[src/rtl/gap_pkg.sv]
package gap_pkg;

    typedef enum logic {
        DIR_NOT_TAKEN = 1'b0,
        DIR_TAKEN     = 1'b1
    } dir_e;

    function automatic int hist_width(input int len);
        return (len < 1) ? 1 : len;
    endfunction

endpackage

[src/rtl/gap_sat_cell.sv]
module gap_sat_cell #(
    parameter int CTR_BITS = 2
) (
    input  logic                clk,
    input  logic                rst_n,
    input  logic                en,
    input  gap_pkg::dir_e       dir,
    output logic [CTR_BITS-1:0] q
);
    localparam logic [CTR_BITS-1:0] TOP  = {CTR_BITS{1'b1}};
    localparam logic [CTR_BITS-1:0] INIT = TOP >> 1;

    logic [CTR_BITS-1:0] q_nxt;

    always_comb begin
        q_nxt = q;
        if (en) begin
            unique case (dir)
                gap_pkg::DIR_TAKEN:     if (q != TOP)          q_nxt = q + 1'b1;
                gap_pkg::DIR_NOT_TAKEN: if (q != '0)           q_nxt = q - 1'b1;
            endcase
        end
    end

    always_ff @(posedge clk or negedge rst_n) begin
        if (!rst_n) q <= INIT;
        else        q <= q_nxt;
    end
endmodule

[src/rtl/gap_global_hist.sv]
module gap_global_hist #(
    parameter int HIST_LEN = 2,
    parameter int HW       = gap_pkg::hist_width(HIST_LEN)
) (
    input  logic          clk,
    input  logic          rst_n,
    input  logic          shift_en,
    input  logic          bit_in,
    output logic [HW-1:0] hist
);
    generate
        if (HIST_LEN == 0) begin : g_none
            logic unused_hist_in;
            assign unused_hist_in = &{1'b0, clk, rst_n, shift_en, bit_in};
            assign hist = '0;
        end else if (HIST_LEN == 1) begin : g_one
            always_ff @(posedge clk or negedge rst_n) begin
                if (!rst_n)        hist <= '0;
                else if (shift_en) hist <= bit_in;
            end
        end else begin : g_shift
            always_ff @(posedge clk or negedge rst_n) begin
                if (!rst_n)        hist <= '0;
                else if (shift_en) hist <= {hist[HW-2:0], bit_in};
            end
        end
    endgenerate
endmodule

[src/rtl/gap_pattern_bank.sv]
module gap_pattern_bank #(
    parameter int HIST_LEN = 2,
    parameter int IDX_BITS = 4,
    parameter int CTR_BITS = 2,
    parameter int HW       = gap_pkg::hist_width(HIST_LEN)
) (
    input  logic                clk,
    input  logic                rst_n,
    input  logic [HW-1:0]       rd_tbl,
    input  logic [IDX_BITS-1:0] rd_idx,
    input  logic                wr_en,
    input  logic [HW-1:0]       wr_tbl,
    input  logic [IDX_BITS-1:0] wr_idx,
    input  gap_pkg::dir_e       wr_dir,
    output logic [CTR_BITS-1:0] rd_cnt,
    output logic [CTR_BITS-1:0] wr_cnt
);
    localparam int SEL_W = HIST_LEN + IDX_BITS;
    localparam int CELLS = 1 << SEL_W;

    logic [SEL_W-1:0]    rd_sel, wr_sel;
    logic [CTR_BITS-1:0] cell_q [CELLS];

    generate
        if (HIST_LEN == 0) begin : g_flat
            logic unused_tbl;
            assign unused_tbl = &{1'b0, rd_tbl, wr_tbl};
            assign rd_sel = rd_idx;
            assign wr_sel = wr_idx;
        end else begin : g_split
            assign rd_sel = {rd_tbl, rd_idx};
            assign wr_sel = {wr_tbl, wr_idx};
        end

        for (genvar c = 0; c < CELLS; c++) begin : g_cell
            gap_sat_cell #(.CTR_BITS(CTR_BITS)) u_cell (
                .clk  (clk),
                .rst_n(rst_n),
                .en   (wr_en && (wr_sel == SEL_W'(c))),
                .dir  (wr_dir),
                .q    (cell_q[c])
            );
        end
    endgenerate

    assign rd_cnt = cell_q[rd_sel];
    assign wr_cnt = cell_q[wr_sel];
endmodule

[src/rtl/corr_gap_predictor.sv]
module corr_gap_predictor #(
    parameter int HIST_LEN = 2,
    parameter int IDX_BITS = 4,
    parameter int CTR_BITS = 2,
    parameter int ADDR_W   = 32,
    parameter int HW       = gap_pkg::hist_width(HIST_LEN)
) (
    input  logic              clk,
    input  logic              rst_n,
    input  logic [ADDR_W-1:0] lk_addr,
    output logic              lk_taken,
    output logic [HW-1:0]     lk_hist,
    input  logic              up_valid,
    input  logic [ADDR_W-1:0] up_addr,
    input  logic [HW-1:0]     up_hist,
    input  logic              up_taken
);
    logic [CTR_BITS-1:0] rd_cnt;
    logic [CTR_BITS-1:0] upd_cnt;
    gap_pkg::dir_e       up_dir;

    assign up_dir = up_taken ? gap_pkg::DIR_TAKEN : gap_pkg::DIR_NOT_TAKEN;

    generate
        if (ADDR_W > IDX_BITS) begin : g_hi
            logic unused_addr_hi;
            assign unused_addr_hi = &{1'b0, lk_addr[ADDR_W-1:IDX_BITS],
                                      up_addr[ADDR_W-1:IDX_BITS]};
        end
    endgenerate

    gap_global_hist #(.HIST_LEN(HIST_LEN), .HW(HW)) u_hist (
        .clk     (clk),
        .rst_n   (rst_n),
        .shift_en(up_valid),
        .bit_in  (up_taken),
        .hist    (lk_hist)
    );

    gap_pattern_bank #(
        .HIST_LEN(HIST_LEN), .IDX_BITS(IDX_BITS), .CTR_BITS(CTR_BITS), .HW(HW)
    ) u_bank (
        .clk   (clk),
        .rst_n (rst_n),
        .rd_tbl(lk_hist),
        .rd_idx(lk_addr[IDX_BITS-1:0]),
        .wr_en (up_valid),
        .wr_tbl(up_hist),
        .wr_idx(up_addr[IDX_BITS-1:0]),
        .wr_dir(up_dir),
        .rd_cnt(rd_cnt),
        .wr_cnt(upd_cnt)
    );

    assign lk_taken = rd_cnt[CTR_BITS-1];
endmodule

[config.mk]
export PLATFORM = sky130hd
export DESIGN_NAME = corr_gap_predictor
export DESIGN_NICKNAME = d
export VERILOG_FILES = /design/src/rtl/gap_pkg.sv /design/src/rtl/gap_sat_cell.sv /design/src/rtl/gap_global_hist.sv /design/src/rtl/gap_pattern_bank.sv /design/src/rtl/corr_gap_predictor.sv
export SDC_FILE = /design/constraint.sdc
export NUM_CORES = 1
export LEC_CHECK = 0
export ABC_AREA = 1
export ABC_CLOCK_PERIOD_IN_PS = 3430
export BUFFER_PORTS_ARGS = -buffer_cell sky130_fd_sc_hd__buf_4
export CAP_MARGIN = 20
export CORE_MARGIN = 2
export CORE_UTILIZATION = 60
export CTS_BUF_LIST = sky130_fd_sc_hd__clkbuf_2 sky130_fd_sc_hd__clkbuf_4 sky130_fd_sc_hd__clkbuf_8
export CTS_CLUSTER_SIZE = 20
export DETAILED_ROUTE_END_ITERATION = 10
export PLACE_DENSITY = 0.89
export RECOVER_POWER = 100
export SYNTH_ARGS = -nofsm -noshare
export SYNTH_HDL_FRONTEND = slang
export SYNTH_SLANG_ARGS = --single-unit
[constraint.sdc]
create_clock -name clk -period 3.43 [get_ports clk]
set_clock_uncertainty 0.15 [all_clocks]
set_input_delay 0.343 -clock clk [delete_from_list [all_inputs] [get_ports clk]]
set_output_delay 0.343 -clock clk [all_outputs]
set_load 0.01 [all_outputs]
# Word-level counts from Yosys, hierarchy flattened
# Cells that the tools add are included.
# Widths: inputs -> output; s select.
dict set report op_classes {
  n_addsub 128
  magnitude_cmp 1
  eq_ne 255
  muxes 196
  bitwise_logic 2
  reduce_logical 193
}
# operator n
set ops {}
lappend ops {{$ne 2x2->1 const B} 191}
lappend ops {{$mux 2} 130}
lappend ops {{$pmux 2 s2} 64}
lappend ops {{$eq 6x6->1 const B} 32}
lappend ops {{$reduce_and 3->1} 64}
lappend ops {{$add 2x1->2 const B} 64}
lappend ops {{$reduce_bool 2->1} 64}
lappend ops {{$sub 2x1->2 const B} 64}
lappend ops {{$eq 6x5->1 const B} 16}
lappend ops {{$logic_and 1x1->1} 64}
lappend ops {{$eq 6x4->1 const B} 8}
lappend ops {{$eq 6x3->1 const B} 4}
lappend ops {{$bmux 2 s6} 1}
lappend ops {{$eq 6x2->1 const B} 2}
lappend ops {{$ge 7x7->1 const B} 1}
lappend ops {{$not 6->7} 1}
lappend ops {{$eq 6x1->1 const B} 1}
lappend ops {{$logic_not 6->1} 1}
lappend ops {{$ne 2x1->1 const B} 1}
lappend ops {{$mux 1} 1}
lappend ops {{$not 1->1} 1}
dict set report totals {
  ff_bits 130
  inputBits 70
  out_inout_bits 3
  wordCells 840
}

# Longest topological paths before layout
dict set report depth {
  word_depth 4
  depth_mapped 11
  mapped_depth_nobuf 9
}

# Modules after synthesis
# A second synthesis with hierarchy kept.
dict set report unflattened {
  cells_unflattened 1619
  hier_area_um2 9417.8
}
# mod instances cells_each area_per_inst_um2 seq_area_each_um2
set by_module_without_submodules {}
lappend by_module_without_submodules {{gap_sat_cell (u_bank.g_cell[0].u_cell ...)} 49 13 95.1 51.3}
lappend by_module_without_submodules {gap_pattern_bank 1 778 3124.2 0.0}
lappend by_module_without_submodules {{gap_sat_cell (u_bank.g_cell[53].u_cell ...)} 15 13 103.8 51.3}
lappend by_module_without_submodules {gap_global_hist 1 9 76.3 50.0}

# Least setup slack after synthesis
# No wires, ideal clock.
dict set report synth_timing {
  kind {input to output}
  from {in lk_addr[0]}
  to {out lk_taken}
  arrival_ps 1289
  required_ps 2937
  setup_slack_ps 1648
  stages 10
  path_buffers 2
  path_cell_list {buf_2 > clkbuf_1 > nand2_1 > nand3_1 > nand3_1 > nand2_1 > nand2_1 > nand3_1 > nand3_1 > nand2_1}
}
dict set report synth_via {
  elab_chain_cells 4
}
# element line
set synth_lines {}
lappend synth_lines {{from (decl)} corr_gap_predictor.sv:10} ;# input logic [ADDR_W-1:0] lk_addr,
lappend synth_lines {{$not 6->7 (not written as such)} gap_pattern_bank.sv:46} ;# assign rd_cnt = cell_q[rd_sel];
lappend synth_lines {{$bmux 2 s6} gap_pattern_bank.sv:46}
lappend synth_lines {{$mux 2 (not written as such) (2 in a row)} gap_pattern_bank.sv:46}
lappend synth_lines {{to (decl)} corr_gap_predictor.sv:11} ;# output logic lk_taken,
# No other way between the ends. The select of a mux whose other input is x is not followed.

# Worst setup path in the final report
dict set report layout_timing {
  from {in up_valid}
  to {reg u_bank.g_cell[12].u_cell.q[1]}
}
dict set report layout_via {
  elab_chain_cells 2
}
# element line
set layout_lines {}
lappend layout_lines {{from (decl)} corr_gap_predictor.sv:13} ;# input logic up_valid,
lappend layout_lines {{$logic_and 1x1->1} gap_pattern_bank.sv:39} ;# .en (wr_en && (wr_sel == SEL_W'(c))),
lappend layout_lines {{$reduce_and 3->1 (no line)} -}
lappend layout_lines {{to (signal assigned)} gap_sat_cell.sv:27} ;# else q <= q_nxt;
lappend layout_lines {{to (decl)} gap_sat_cell.sv:8} ;# output logic [CTR_BITS-1:0] q
# No other way between the ends.
# A chain may end at the register's enable or synchronous reset.

==> impl_metrics.csv <==
group,metric,value,unit
status,status,"finished, violations left",
status,violations,"max-capacitance violations, max-slew violations",
placement,io_buffers,16,
die,coreArea,0.0114,mm^2
logic_synthesis,yosysSeqAreaShare,48.0,%
cells_and_area,layout.nets,1004,
detailed_routing,route.detailed.drc,0,
clocking,cts_tree,"yes",
logic_synthesis,syn_area,0.00695,mm^2
global_routing,grt_pass1_wl,28.4,mm
placement,place.gp.congestion,0.869,
power_and_ir_drop,max-vdd-ir-drop,0.404,mV
critical_path,cp_slowest_stage_delay,1.03,ns
detailed_routing,drt_iter0_drc,851,
die,dieArea,0.0125,mm^2
global_routing,grtUsageTotal,28.4,%
clocking,clkTransAtPathRegs,0.08,ns
clocking,cts-root-buf,"clkbuf_8",
die,boundaryPins,73,
critical_path,start_kind,"input pin",
critical_path,r2r_cells,5,
timing,rsz0062_at_grt,"false",
clocking,cts_sinks,130,
critical_path,crit_end,"u_bank.g_cell[12].u_cell.q[1]$_DFFE_PN0P_",
critical_path,path_depth,7,
detailed_routing,wire_per_inst,15.3,um
logic_synthesis,netlist-cell-type-count,21,
critical_path,critPathTopFamily,"simple AND/OR/NAND/NOR gates",
timing,hold_viol_final,0,
critical_path,crit_path_frequent_cell,"o21ai_0",
timing,setup_violations,0,
logic_synthesis,yosysWarnings,0,
critical_path,critPathSlowestCell,"nor3_2",
cells_and_area,n_antenna_cell,0,
die,fp-row-count,39,
global_routing,grt_max_degree,53,
logic_synthesis,syn_inst,924,
timing,report.final.slew_viol_count,33,
global_routing,grt_pass1_vias,5945,
power_and_ir_drop,leakagePower,3.04,nW
clocking,clock_latency,0.46,ns
logic_synthesis,synth.area.top_cells,"dfstp_2 24%, dfrtp_1 24%, o21ai_0 15%",
critical_path,critical_path_class,"input pin to flop",
power_and_ir_drop,power.density,485,mW/mm^2
clocking,cts_buffers,17,
timing,relSlewSlack,-21.6,%
critical_path,critPathLaunch,"up_valid",
logic_synthesis,synth.top_cell.area_share,24.2,%
detailed_routing,vias_per_cell,5.95,
die,dieHeight,112,um
logic_synthesis,synth_seq_cells,130,
die,initial_utilization,61.1,%
critical_path,r2r_start,"u_bank.g_cell[59].u_cell.q[0]$_DFFE_PN1P_",
placement,postPlaceCellArea,0.00715,mm^2
clocking,ctsResizeCount,0,
logic_synthesis,syn_nets,994,
cells_and_area,multiInputGateArea,0.00322,mm^2
clocking,clockBufferDepth,2,
placement,post-dp-hpwl,10.7,mm
cells_and_area,design_area,0.00751,mm^2
global_routing,grt-ovfl-total,0,
critical_path,ff2ff_setup_slack,2.09,ns
critical_path,cp_num_buf_inv,3,
timing,finalCriticalPeriod,2.75,ns
cells_and_area,area_growth,8.11,%
die,fp.dieW,112,um
timing,setup_tns,0,ns
detailed_routing,num_vias,6486,
critical_path,r2r-end,"u_bank.g_cell[59].u_cell.q[0]$_DFFE_PN1P_",
critical_path,worstSetupEndpointType,"flop",
worst_hold_path,hp-class,"input pin to flop",
logic_synthesis,postSynthAreaPerCell,7.52,um^2
timing,timing.fmax,0.364,GHz
detailed_routing,dr.pass1.iters,6,
logic_synthesis,yosysTopAreaCell,"dfstp_2",
detailed_routing,ant_nets,0,
critical_path,cp.arrival,2.93,ns
run,cap_violations,1,
timing,worst_slew_pin_slew,1.82,ns
global_routing,antenna_found_initial,0,
critical_path,cp_max_fo,16,
detailed_routing,postRouteWirelength,16.6,mm
timing,period_share,80.2,%
cells_and_area,fillers,934,
critical_path,crit_chain,"dlygate4sd3_1 -> clkbuf_1 -> inv_1 -> nor3_2 -> nand2_1 -> o21ai_0 -> o21ai_0",
critical_path,cp.required,3.61,ns
clocking,htreeDepth,4,
cells_and_area,final-seq-area,0.00333,mm^2
cells_and_area,drive_above_1_share,12.6,%
-- metrics by stage --
step                util [%]  setup slack (ns)  hold slack [ns]  std cells  power (mW)
floorplan                  -              1.65           -0.103        924        2.25
global placement        62.9              1.13            0.161       1056        2.38
detailed placement      62.9              1.10            0.161       1056        2.42
CTS                     66.3              1.09            0.165       1090        3.65
global route            66.1             0.499            0.243       1090        3.83
finish                  66.1             0.680            0.230       1090        3.64
-- kinds of logic after synthesis --
kind of cell / share of synthesized area [%]
simple gates: 21.7
flops: 48.0
buf+inv: 5.60
compound gates: 24.7
-- registers in the layout (all words and copies together), names as in the netlist --
signal,count
u_hist.hist,2
u_bank.g_cell.u_cell.q,128
-- cells in the final DEF (no fill, tap or decap), drive strengths merged, types with 2 or more instances in the layout --
cell         instances
o21ai              234
nand2              229
nor2                83
dfrtp               66
a21oi               65
dfstp               64
nand3               56
inv                 55
clkbuf              31
o31ai               28
buf                 19
clkinv               7
o22ai                2
dlygate4sd3          2
nor3                 2
-- layer usage --
layer	vias up	global-route usage, %	routed length [um]
li1	3151	-	-
met1	3058	38.4	7130
met2	237	44.8	8050
met3	40	7.35	1080
met4	0	10.5	385
met5	-	0	0
-- worst register-to-register path, cell delays in order, from the launching register on --
cell and delay, ns:
dfstp_2 0.55, inv_1 0.05, o21ai_0 0.16, o21ai_0 0.13, nor2_1 0.15, a21oi_1 0.07
-- final cells by class --
cell class,count,area share [%]
clock buffer,25,4.17
clock inverter,7,0.800
inverter,56,2.80
multi-input combinational,702,42.8
sequential,130,44.4
tap,143,2.38
timing repair buffer,27,2.65
-- Yosys cell counts (all sizes together) --
cell / instances
o31ai: 28
clkbuf: 20
and2: 1
inv: 55
clkinv: 1
o21ai: 234
nor3: 2
and3: 1
buf: 16
a21oi: 65
or2: 1
nor2: 83
dfstp: 64
nand2: 229
o22ai: 2
nand3: 56
dfrtp: 66
-- worst min-delay path by stage --
stage	from	cells past startpoint	to	slack, ns
floorplan	rst_n	0	u_bank.g_cell[0].u_cell.q[1]$_DFFE_PN0P_	-0.10
global placement	rst_n	1	u_bank.g_cell[46].u_cell.q[1]$_DFFE_PN0P_	0.16
detailed placement	rst_n	1	u_bank.g_cell[63].u_cell.q[1]$_DFFE_PN0P_	0.16
CTS	up_hist[0]	4	u_bank.g_cell[4].u_cell.q[0]$_DFFE_PN1P_	0.17
global route	up_hist[1]	4	u_bank.g_cell[30].u_cell.q[0]$_DFFE_PN1P_	0.24
finish	up_hist[1]	4	u_bank.g_cell[19].u_cell.q[0]$_DFFE_PN1P_	0.23
-- what timing repair did --
| action | CTS | global route |
|---|---|---|
| setup buffers | 0 | 0 |
| hold buffers | 2 | 0 |
| endpoints found under the hold margin | 29 | 0 |
-- power breakdown --
group / total, mW / internal (mW) / switching, mW
registers: 1.90 / 1.76 / 0.142
clock network: 1.25 / 0.663 / 0.583
logic: 0.494 / 0.179 / 0.315
(Power assumes the default switching activity.)
